===== src/rtl/scsi_blkmove.sv =====
`timescale 1ns/1ps
module scsi_blkmove #(
  parameter int CW = 16,
  parameter int AW = 16
) (
  input  logic          clk,
  input  logic          rst_n,
  input  logic          start,
  input  logic          tgt_mode,
  input  logic          wide_bus,
  input  logic [2:0]    ins_phase,
  input  logic          ins_opc,
  input  logic [CW-1:0] ins_count,
  input  logic [AW-1:0] ins_addr,
  input  logic [2:0]    bus_phase_in,
  input  logic          set_atn,
  input  logic          clr_ack,
  input  logic          flush_res,
  input  logic          hs_in,
  output logic          hs_out,
  output logic          atn_out,
  output logic [2:0]    phase_out,
  output logic          phase_oe,
  input  logic [15:0]   sd_in,
  output logic [15:0]   sd_out,
  output logic          sd_oe,
  output logic [AW-1:0] mem_addr,
  input  logic [15:0]   mem_rdata,
  output logic          mem_we,
  output logic [1:0]    mem_be,
  output logic [15:0]   mem_wdata,
  output logic          busy,
  output logic          done,
  output logic          phase_irq,
  output logic          res_valid
);
  typedef enum logic [1:0] {S_IDLE, S_NEXT, S_HS1, S_HS2} st_t;
  st_t st;

  logic [2:0]    ph_q;
  logic          opc_q, tgt_q, wide_q;
  logic [CW-1:0] cnt;
  logic [AW-1:0] adr;
  logic          strobe, ack_hold, atn, rs;
  logic [7:0]    rb;

  wire       rx       = tgt_q ? ~ph_q[0] : ph_q[0];
  wire       merge_tx = wide_q && res_valid && rs && !rx;
  wire       merge_rx = wide_q && res_valid && !rs && rx;
  wire [1:0] take     = (!wide_q || merge_tx || cnt < CW'(2)) ? 2'd1 : 2'd2;
  wire       last     = (cnt == CW'(take));
  wire       tail_tx  = wide_q && !rx && !opc_q && !merge_tx && cnt == CW'(1);
  wire       tail_rx  = wide_q && rx && !opc_q && cnt == CW'(1);
  wire       msg_out  = (ph_q == 3'b110);
  wire       msg_in   = (ph_q == 3'b111);
  wire       mism     = !tgt_mode && (ins_phase != bus_phase_in);
  wire       pre_wr   = (st == S_NEXT) && (cnt != '0) && merge_rx;

  assign busy      = (st != S_IDLE);
  assign hs_out    = strobe | ack_hold;
  assign atn_out   = atn;
  assign phase_out = ph_q;
  assign phase_oe  = busy && tgt_q;
  assign sd_oe     = busy && !rx;
  assign mem_addr  = adr;
  assign sd_out    = merge_tx   ? {mem_rdata[7:0], rb} :
                     take == 2  ? mem_rdata : {8'h00, mem_rdata[7:0]};
  assign mem_we    = pre_wr || ((st == S_HS1) && hs_in && rx);
  assign mem_be    = (pre_wr || take == 2'd1) ? 2'b01 : 2'b11;
  assign mem_wdata = pre_wr ? {8'h00, rb} : sd_in;

  always_ff @(posedge clk or negedge rst_n) begin
    if (!rst_n) begin
      st <= S_IDLE; ph_q <= '0; opc_q <= 1'b0; tgt_q <= 1'b0; wide_q <= 1'b0;
      cnt <= '0; adr <= '0; strobe <= 1'b0; ack_hold <= 1'b0; atn <= 1'b0;
      rs <= 1'b0; rb <= '0; res_valid <= 1'b0; done <= 1'b0; phase_irq <= 1'b0;
    end else begin
      done      <= 1'b0;
      phase_irq <= 1'b0;
      if (clr_ack) ack_hold <= 1'b0;
      if (set_atn) atn <= 1'b1;
      case (st)
        S_IDLE: if (start) begin
          if (mism) phase_irq <= 1'b1;
          else begin
            ph_q <= ins_phase; opc_q <= ins_opc; tgt_q <= tgt_mode;
            wide_q <= wide_bus; cnt <= ins_count; adr <= ins_addr;
            st <= S_NEXT;
          end
        end
        S_NEXT: begin
          if (cnt == '0) begin
            done <= 1'b1;
            st   <= S_IDLE;
          end else if (merge_rx) begin
            cnt <= cnt - CW'(1); adr <= adr + AW'(1); res_valid <= 1'b0;
          end else if (tail_tx) begin
            rb <= mem_rdata[7:0]; rs <= 1'b1; res_valid <= 1'b1;
            cnt <= '0; adr <= adr + AW'(1);
          end else begin
            st <= S_HS1;
            if (tgt_q) strobe <= 1'b1;
          end
        end
        S_HS1: if (hs_in) begin
          if (!tgt_q) begin
            strobe <= 1'b1;
            if (msg_out && last) atn <= 1'b0;
          end else strobe <= 1'b0;
          if (tail_rx) begin
            rb <= sd_in[15:8]; rs <= 1'b0; res_valid <= 1'b1;
          end
          st <= S_HS2;
        end
        S_HS2: if (!hs_in) begin
          if (!tgt_q) begin
            strobe <= 1'b0;
            if (msg_in && last) ack_hold <= 1'b1;
          end
          if (merge_tx) res_valid <= 1'b0;
          cnt <= cnt - CW'(take);
          adr <= adr + AW'(take);
          st  <= S_NEXT;
        end
        default: st <= S_IDLE;
      endcase
      if (flush_res) res_valid <= 1'b0;
    end
  end
endmodule


===== config.mk =====
export PLATFORM = sky130hd
export DESIGN_NAME = scsi_blkmove
export DESIGN_NICKNAME = d
export VERILOG_FILES = /design/src/rtl/scsi_blkmove.sv
export SDC_FILE = /design/constraint.sdc
export NUM_CORES = 1
export LEC_CHECK = 0
export BUFFER_PORTS_ARGS = -buffer_cell sky130_fd_sc_hd__buf_2
export CORE_AREA = 2 2 68 135
export CTS_BUF_LIST = sky130_fd_sc_hd__clkbuf_16
export CTS_CLUSTER_SIZE = 10
export DETAILED_ROUTE_END_ITERATION = 12
export DIE_AREA = 0 0 70 137
export PLACE_DENSITY = 0.79
export SLEW_MARGIN = 20
export SYNTH_ARGS = -nofsm -noshare
export SYNTH_HDL_FRONTEND = slang
export SYNTH_SLANG_ARGS = --single-unit

===== constraint.sdc =====
create_clock -name clk -period 11 [get_ports clk]
set_input_delay 0 -clock clk [delete_from_list [all_inputs] [get_ports clk]]
set_output_delay 0 -clock clk [all_outputs]
set_load 0.01 [all_outputs]

---- Word level (Yosys, flattened, before mapping) ----
Cells that the tools add are included.
storage, ports and cells
  flip-flop bits (word level) ............. 55
  input bits .............................. 80
  output and inout bits ................... 62
  word-level logic and storage cells ...... 170
cells by class
  add/sub/neg operators ................... 4
  $lt $le $gt $ge ......................... 1
  equality and inequality tests ........... 30
  multiplexer cells ....................... 72
  bitwise gates (word level) .............. 3
  reduce and logical (&&, ||, !) cells .... 45
operators by type and width
  cell                                                  count
  2-to-1 mux 16 bit                                     15
  case mux 16 bit (3 select lines)                      2
  2-to-1 mux 8 bit                                      5
  2-to-1 mux 1 bit                                      36
  != test 2 bit (second input constant)                 11
  logical AND 1 bit                                     21
  2-to-1 mux 2 bit                                      9
  != test 3 bit (second input constant)                 6
  AND reduction 6 bit                                   3
  adder 16 x 1 -> 16 bit (second input constant)        1
  adder 16 x 2 -> 16 bit                                1
  == test 16 x 1 -> 1 bit (second input constant)       1
  == test 16 x 2 -> 1 bit                               1
  zero test 16 bit                                      1
  < comparator 16 x 2 -> 1 bit (second input constant)  1
  case mux 8 bit (2 select lines)                       1
  nonzero test 16 bit                                   1
  subtractor 16 x 1 -> 16 bit (second input constant)   1
  subtractor 16 x 2 -> 16 bit                           1
  case mux 2 bit (4 select lines)                       1
  AND reduction 8 bit                                   1
  AND reduction 7 bit                                   1
  == test 2 bit (second input constant)                 3
  == test 3 bit (second input constant)                 2
  15 further kinds                                      29

---- Longest topological paths before layout ----
Gate-level depths: netlist of run 1.
  depth after elaboration ................. 13
  gate-level depth with buffers ........... 17
  gate-level depth less buffers ........... 13

---- Worst setup path after synthesis of run 1 ----
Ideal clock, no wire load.
  kind .................................... register to register
  from .................................... register cnt[2]
  to ...................................... register adr[14], in the netlist mem_addr[14]
  library setup time ...................... 0.121 ns
  arrival ................................. 3.583 ns
  data required time ...................... 10.879 ns
  path slack .............................. 7.296 ns
  cell stages (with the launch flop) ...... 18
  buffers on the path ..................... 4
  period minus slack after synthesis ...... 3.704 ns
  cells stage by stage .................... dfrtp_1 > buf_6 > or3_1 > buf_2 > nor3_4 > buf_2 > a31oi_1 > clkbuf_1 > nand2_1 > ha_1 > inv_1 > fa_1 > nand3b_1 > nor4_1 > and2_1 > and3_1 > a31oi_1 > o22a_1
between the ends
  longest elaborated chain between the ends .. 6
  elaborated cells on any way between the ends .. 12
  classes of those cells .................. add/sub (1); order compare (1); eq/ne (3); mux (3); reduce/logical (4)
ends and longest elaborated chain
  what                              RTL line  text
  start, declared                   42        logic [CW-1:0] cnt;
  start signal, assigned            87        wide_q <= wide_bus; cnt <= ins_count; adr <= ins_addr;
  start signal, assigned            121       cnt <= cnt - CW'(take);
  < comparator 16 x 2 -> 1 bit      50        wire [1:0] take = (!wide_q || merge_tx || cnt < CW'(2)) ? 2'd1 : 2'd2;
  logical OR 1 bit                  50
  2-to-1 mux 2 bit                  50
  adder 16 x 2 -> 16 bit            122       adr <= adr + AW'(take);
  2-to-1 mux 16 bit                 115       S_HS2: if (!hs_in) begin
  case mux 16 bit (3 select lines)  82        case (st)
  end signal, assigned              87
  end signal, assigned              122
  end, declared                     43        logic [AW-1:0] adr;
Parallel ways exist; a longest one is shown, timed or not. The select of a mux whose other input is x is not followed.
A chain may end at the register's enable or synchronous reset.

---- Worst setup path in the final report of run 1 ----
Same ends and word-level chain as after synthesis.

==> impl_results.md, run 1 <==
* DIE AREA at approximately 9600 um^2
* Most frequent cells in the layout: buf_2 (140), dfrtp_1 (55), nand2_1 (39)
* Buffers on Ports at 140
* Final worst-path cycle share at between 30 and 40%
* Crit Path Max Fanout at 14
* Core Area at around 8500 um^2
* Post-synth EDFFs at 0
* Placed inst area at roughly 4900 um^2
* Grt met1 use at about 26%
* Violations in the final reports: negative hold slack
* Global-route wire length before repair at between 15000 and 20000 um
* Commonest non-fill, non-tap cell in the layout: buf_2
* TritonRoute pass-1 iters at 5
* Slew Limit Fails at 0
* FF+latch count, synth at between 50 and 60
* Post-route cell area at about 5300 um^2
* Final Hold Viols at 2
* Critical path type: flip-flop to flip-flop
* Layout cells sized above 1 at between 30% and 40%
* Post-DP HPWL at ~9400 um
* Final setup viols at 0
* Gr ovfl total at 0
* CTS Sinks at 55
* Clk Latency, worst-skew pair at ~0.3 ns
* Max VDD drop at roughly 0.15 mV
* Die X at approximately 70 um
* Met2 layer usage reported by global route at between 40% and 50%
* Relative slew slack at between 40% and 50%
* Wire length per cell at ~18 um
* Startpoint class of the critical path: flip-flop
* Worst hold margin at -0.00864 ns
* Avg Cell Area, Syn at slightly below 9 um^2
* Post-Syn Area at 4210 um^2
* Met3 Usage GRT at under 10%
* Setup ws final at 6.65 ns
* Crit. End Element: flip-flop
* Syn. warnings at 0
* Total power per unit cell area at slightly below 300 nW/um^2
* CTS tree: yes
* Predominant post-synthesis flop cell: dfrtp_1
* Routed Antenna Nets at 0
* Fmax at approximately 0.23 GHz
* Final WL at 12500 um
* DRC viols at 0
* Clk slew on worst S/H paths at 0.07 ns
* Vias per inst at around 6
* Final non-filler cell total at just over 700
* Bufs on Longest Clock Path at 2
* Vias in the first global route at 4300
* Post-CTS setup buffer count at 0
* Layout Skew at 0.00896 ns
* Inserted Diodes at 0
* Pre-CTS WS at about 6.6 ns
* Total track usage at about a quarter
* Sequential element share of the synthesized area at about a third
* Root buf cell: clkbuf_16
* GPL Wtd Cong at around 0.9
* Status: finished with violations
* Number of max-cap violations at 0
* Min Tclk post-route at 4.35 ns
* Final net count at around 700
* Starting density of the core at between 40% and 50%
* Async S/R FF share, synth at 100%
* Worst-Margin Slew at roughly 0.89 ns
* Setup slack, reg-to-reg at ~6.7 ns
* CTS Buf Count at 5
* Num ports at 142
* Post-placement cell count at between 600 and 700
* Initial antenna violation count at 0
* Largest net degree at the start of global routing at 56
* RSZ-0062 raised after global routing: no
* WP data arrival at around 4.5 ns
* Required time worst endpoint at 11.18 ns
* Die Ht at ~140 um
* Post-Syn Instances at approximately 480
* Syn nets at around 570
* Power Total at between 1.5 and 2 mW
* DRT iter0 DRCs at 263
* Rows at 48
* Via count at 4333
* Netlist cell types at 64
* GRT Max-Usage Layer: met2
* Hold WC Path Type: input port to flip-flop
* H-tree depth at 2
* Total Neg Setup Slack at 0 ns
* Area growth syn-to-layout at 24.7%
* Cell leakage power at around 2.4 nW
where the power goes:
group | leakage [nW] | internal, mW | switching, mW
logic | 1.62 | 0.383 | 0.514
clock network | 0.0952 | 0.130 | 0.0752
registers | 0.654 | 0.297 | 0.125
total | 2.37 | 0.809 | 0.714
critical path: stages, from the launching register on:
cell and delay [ns]:
dfrtp_1 0.49, or3_1 0.55, nor3_4 0.54, a31oi_2 0.41
nand2_1 0.26, ha_1 0.21, inv_1 0.06, fa_1 0.40
nand3b_1 0.27, nor4_1 0.29, and2_1 0.24, and3_1 0.19
a31oi_1 0.08, o22a_1 0.23
final timing paths:
check,endpoint,cells past startpoint,start
setup / recovery,mem_addr[14]$_DFFE_PN0P_,13,cnt[2]$_DFFE_PN0P_
min in group asynchronous,mem_addr[6]$_DFFE_PN0P_,3,rst_n
hold / removal,mem_addr[1]$_DFFE_PN0P_,3,ins_addr[1]
max in group asynchronous,mem_addr[14]$_DFFE_PN0P_,3,rst_n
hold reg to reg,strobe$_DFFE_PN0P_,1,strobe$_DFFE_PN0P_
setup reg to reg,mem_addr[14]$_DFFE_PN0P_,13,cnt[2]$_DFFE_PN0P_
layer usage:
metal / wire length, um / vias up
met5: 0 / -
met2: 6800 / 220
met1: 4520 / 2054
met3: 654 / 41
li1: - / 2018
met4: 547 / 0
timing repair:
action,CTS,global route
endpoints found under the hold margin,66,0
hold buffers,12,0
gates resized for setup,0,0
registers in the layout, indices dropped and copies added (netlist names):
register and cells:
cnt 16, mem_addr 16, rb 8, phase_out 3, st 2, ack_hold 1, atn_out 1, done 1
opc_q 1, phase_irq 1, res_valid 1, rs 1, strobe 1, tgt_q 1, wide_q 1
synthesized netlist by cell type (all sizes together), types with 10 or more instances:
cell type	instances	area share, %
ha	13	3.9
o21ai	33	3.9
dfrtp	55	33
a22o	10	2.1
clkbuf	19	1.7
nand2	39	3.5
nand3	16	2.0
inv	16	1.4
and2	12	1.8
nor3	12	1.7
buf	14	2.0
nor2	31	2.8
mux2	40	11
nor4	11	1.8
a21oi	35	4.2
xnor2	13	2.7
cell type report:
cell class	count	area (um^2)
multi-input cells	372	2630
well taps	100	125
clock buffers	5	125
flip-flops and latches	55	1380
fillers	724	3280
inverters	16	60.1
clock inverters	3	63.8
repair buffers	158	866
cell families (layout without fill, tap and decap cells):
| kind of cell | Yosys count | in the layout | synth area share [%] |
|---|---|---|---|
| simple gates | 157 | 157 | 19.4 |
| compound gates | 138 | 138 | 21.9 |
| flops | 55 | 55 | 32.7 |
| buf+inv | 49 | 182 | 5.14 |
| mux | 44 | 44 | 12.4 |
| xor+xnor | 17 | 17 | 3.54 |
| fa+ha+maj | 15 | 15 | 4.81 |
| other cells | 1 | 1 | 0.0890 |
through the flow:
step / hold WS, ns / util [%]
after floorplan: -0.296 / -
after global placement: 0.186 / 57.9
after detailed placement: 0.195 / 57.9
after CTS: 0.00337 / 61.5
after global routing: 0.0255 / 61.6
final: -0.00864 / 61.6
Note: power is estimated with default switching activity, not from simulation.
==> run 2: changes to the inputs <==
CORE_AREA = 2 2 70 139   (was 2 2 68 135)
DIE_AREA = 0 0 72 141   (was 0 0 70 137)
PLACE_DENSITY = 0.78   (was 0.79)
clock period = 3.7 ns   (was 11 ns; I/O delays follow)
==> impl_results.md, run 2 (synthesis gave the netlist of run 1 again) <==
* Layout Skew at 0.00720 ns (was 0.00896 ns)
* Vias per inst at 5.93 (was 6.11)
* Reg area at 1380 um^2 (unchanged)
* Setup slack, reg-to-reg at 0.26 ns (was 6.65 ns)
* CTS Sinks at 55 (unchanged)
* Layout fillers at 826 (was 724)
* FF-to-FF path depth at 13 (unchanged)
* Hold EP: cnt[4]$_DFFE_PN0P_ (was mem_addr[1]$_DFFE_PN0P_)
* Die X at 72 um (was 70 um)
* Number of max-cap violations at 0 (unchanged)
* Final net count at 713 (was 703)
* Status: finished, final reports clean (was finished with violations)
* Commonest non-fill, non-tap cell in the layout: buf_2 (unchanged)
* Clk slew on worst S/H paths at 0.07 ns (about the same)
* Total Neg Setup Slack at 0 ns (unchanged)
* Required time worst endpoint at 3.89 ns (was 11.18 ns)
* Core Area at 9200 um^2 (was 8530 um^2)
* Starting density of the core at 45.8% (was 49.4%)
* Inserted Diodes at 0 (unchanged)
* Via count at 4277 (was 4333)
* CTS Buf Count at 5 (unchanged)
* Util after Layout at 57.3% (was 61.6%)
* Rows at 50 (was 48)
* Worst-Margin Slew at 0.892 ns (was 0.891 ns)
* Power Total at 4.41 mW (was 1.52 mW)
* Routed Antenna Nets at 0 (unchanged)
* Initial antenna violation count at 0 (unchanged)
* Area growth syn-to-layout at 25.1% (was 24.7%)
* Clk Latency, worst-skew pair at 0.29 ns (was 0.30 ns)
* Final setup viols at 0 (unchanged)
* WP data arrival at 3.62 ns (was 4.53 ns)
* Gr ovfl total at 0 (unchanged)
* Num ports at 142 (unchanged)
* Placed inst area at 5010 um^2 (was 4930 um^2)
* DRC viols at 0 (unchanged)
* GPL Wtd Cong at 0.940 (was 0.899)
* Slew Limit Fails at 0 (unchanged)
* Buffers on Ports at 140 (unchanged)
* TritonRoute pass-1 iters at 8 (was 5)
* Relative slew slack at 40.0% (was 40.1%)
* Vias in the first global route at 4258 (was 4300)
* Wire length per cell at 16.9 um (was 17.7 um)
* DIE AREA at 10200 um^2 (was 9590 um^2)
* Final Hold Viols at 0 (was 2)
* Most frequent cells in the layout: buf_2 (140), dfrtp_1 (55), nand2_1 (39) (unchanged)
* Final WL at 12200 um (was 12500 um)
* Final worst-path cycle share at 92.9% (was 39.5%)
* Critical path type: flip-flop to flip-flop (unchanged)
* Hold WC Path Type: input port to flip-flop (unchanged)
* Max VDD drop at 0.349 mV (was 0.155 mV)
* RSZ-0062 raised after global routing: no (unchanged)
* Crit Path Max Fanout at 5 (was 14)
* Reg-to-reg endpoint: mem_addr[14]$_DFFE_PN0P_ (unchanged)
* Fmax at 0.291 GHz (was 0.230 GHz)
* Post-route cell area at 5270 um^2 (was 5250 um^2)
* H-tree depth at 2 (unchanged)
* Hold Crit Start: ins_count[4] (was ins_addr[1])
* Global-route wire length before repair at 20100 um (was 19900 um)
* Min Tclk post-route at 3.44 ns (was 4.35 ns)
* Startpoint class of the critical path: flip-flop (unchanged)
* Largest net degree at the start of global routing at 56 (unchanged)
* Root buf cell: clkbuf_16 (unchanged)
* Post-CTS setup buffer count at 0 (unchanged)
* Die Ht at 141 um (was 137 um)
* Crit. End Element: flip-flop (unchanged)
* Total track usage at 24.5% (was 25.7%)
* Hold path depth at 3 (unchanged)
* CTS tree: yes (unchanged)
* RR Startpoint: cnt[10]$_DFFE_PN0P_ (was cnt[2]$_DFFE_PN0P_)
* Multi-input gate area at 2630 um^2 (unchanged)
* Bufs on Longest Clock Path at 2 (unchanged)
* Post-DP HPWL at 8940 um (was 9430 um)
* DRT iter0 DRCs at 299 (was 263)
* Layout cells sized above 1 at 34.7% (was 33.8%)
* Total power per unit cell area at 836 nW/um^2 (was 290 nW/um^2)
* Cell leakage power at 2.39 nW (was 2.37 nW)
run 2: cell types whose count changed in the layout (fill, tap and decap cells not counted), sizes merged:
| cell | change |
|---|---|
| buf | +10 |
| bufinv | -2 |
run 2: per-stage QoR:
| stage | setup WS [ns] | instances | hold slack, ns |
|---|---|---|---|
| 3_3_place_gp | 0.299 | 703 | 0.186 |
| 2_1_floorplan | 0.0316 | 476 | -0.296 |
| 5_1_grt | 0.00314 | 721 | 0.0318 |
| 3_5_place_dp | 0.200 | 703 | 0.186 |
| 4_1_cts | 0.195 | 721 | 0.0129 |
| 6_report | 0.264 | 721 | 0.00948 |
run 2: cell type report:
cell class / instances / area share [%]
clock buffers: 5 / 2.37
flip-flops and latches: 55 / 26.1
clock inverters: 1 / 0.0712
inverters: 16 / 1.14
repair buffers: 168 / 17.9
well taps: 104 / 2.47
multi-input cells: 372 / 50.0
run 2: how the worst max path moves through the flow:
| stage | startpoint | to | cells after the start |
|---|---|---|---|
| floorplan | cnt[2]$_DFFE_PN0P_ | mem_addr[14]$_DFFE_PN0P_ | 17 |
| global placement | cnt[12]$_DFFE_PN0P_ | mem_addr[14]$_DFFE_PN0P_ | 13 |
| detailed placement | cnt[10]$_DFFE_PN0P_ | mem_addr[14]$_DFFE_PN0P_ | 13 |
| CTS | cnt[10]$_DFFE_PN0P_ | mem_addr[14]$_DFFE_PN0P_ | 13 |
| global route | cnt[10]$_DFFE_PN0P_ | mem_addr[14]$_DFFE_PN0P_ | 13 |
| finish | cnt[10]$_DFFE_PN0P_ | mem_addr[14]$_DFFE_PN0P_ | 13 |
run 2: critical path, cell delays in order, from the launching register on:
cell	delay, ns
dfrtp_1	0.43
or4_1	0.61
nor2_1	0.19
a31oi_1	0.12
nand2_1	0.16
ha_1	0.19
inv_1	0.05
fa_1	0.39
nand3b_1	0.27
nor4_2	0.21
and2_1	0.21
and3_1	0.18
a31oi_1	0.08
o22a_1	0.23
run 2: what timing repair did:
action                                 in CTS  in global routing
hold buffers                               12                  0
endpoints found under the hold margin      66                  0
gates resized for setup                     0                  1
setup endpoints to repair                   0                  1
run 2: per-layer routing:
layer / track usage (%) / up-vias / routed length [um]
met3: 3.50 / 23 / 716
met4: 7.85 / 0 / 265
li1: - / 2045 / -
met1: 31.6 / 2023 / 5190
met2: 41.8 / 186 / 6040
met5: 0 / - / 0
run 2: power breakdown:
group          switching [mW]  internal [mW]  leakage (nW)
Clock                   0.202          0.241        0.0669
Combinational            1.56           1.18          1.67
Sequential              0.342          0.883         0.654
Total                    2.10           2.31          2.39
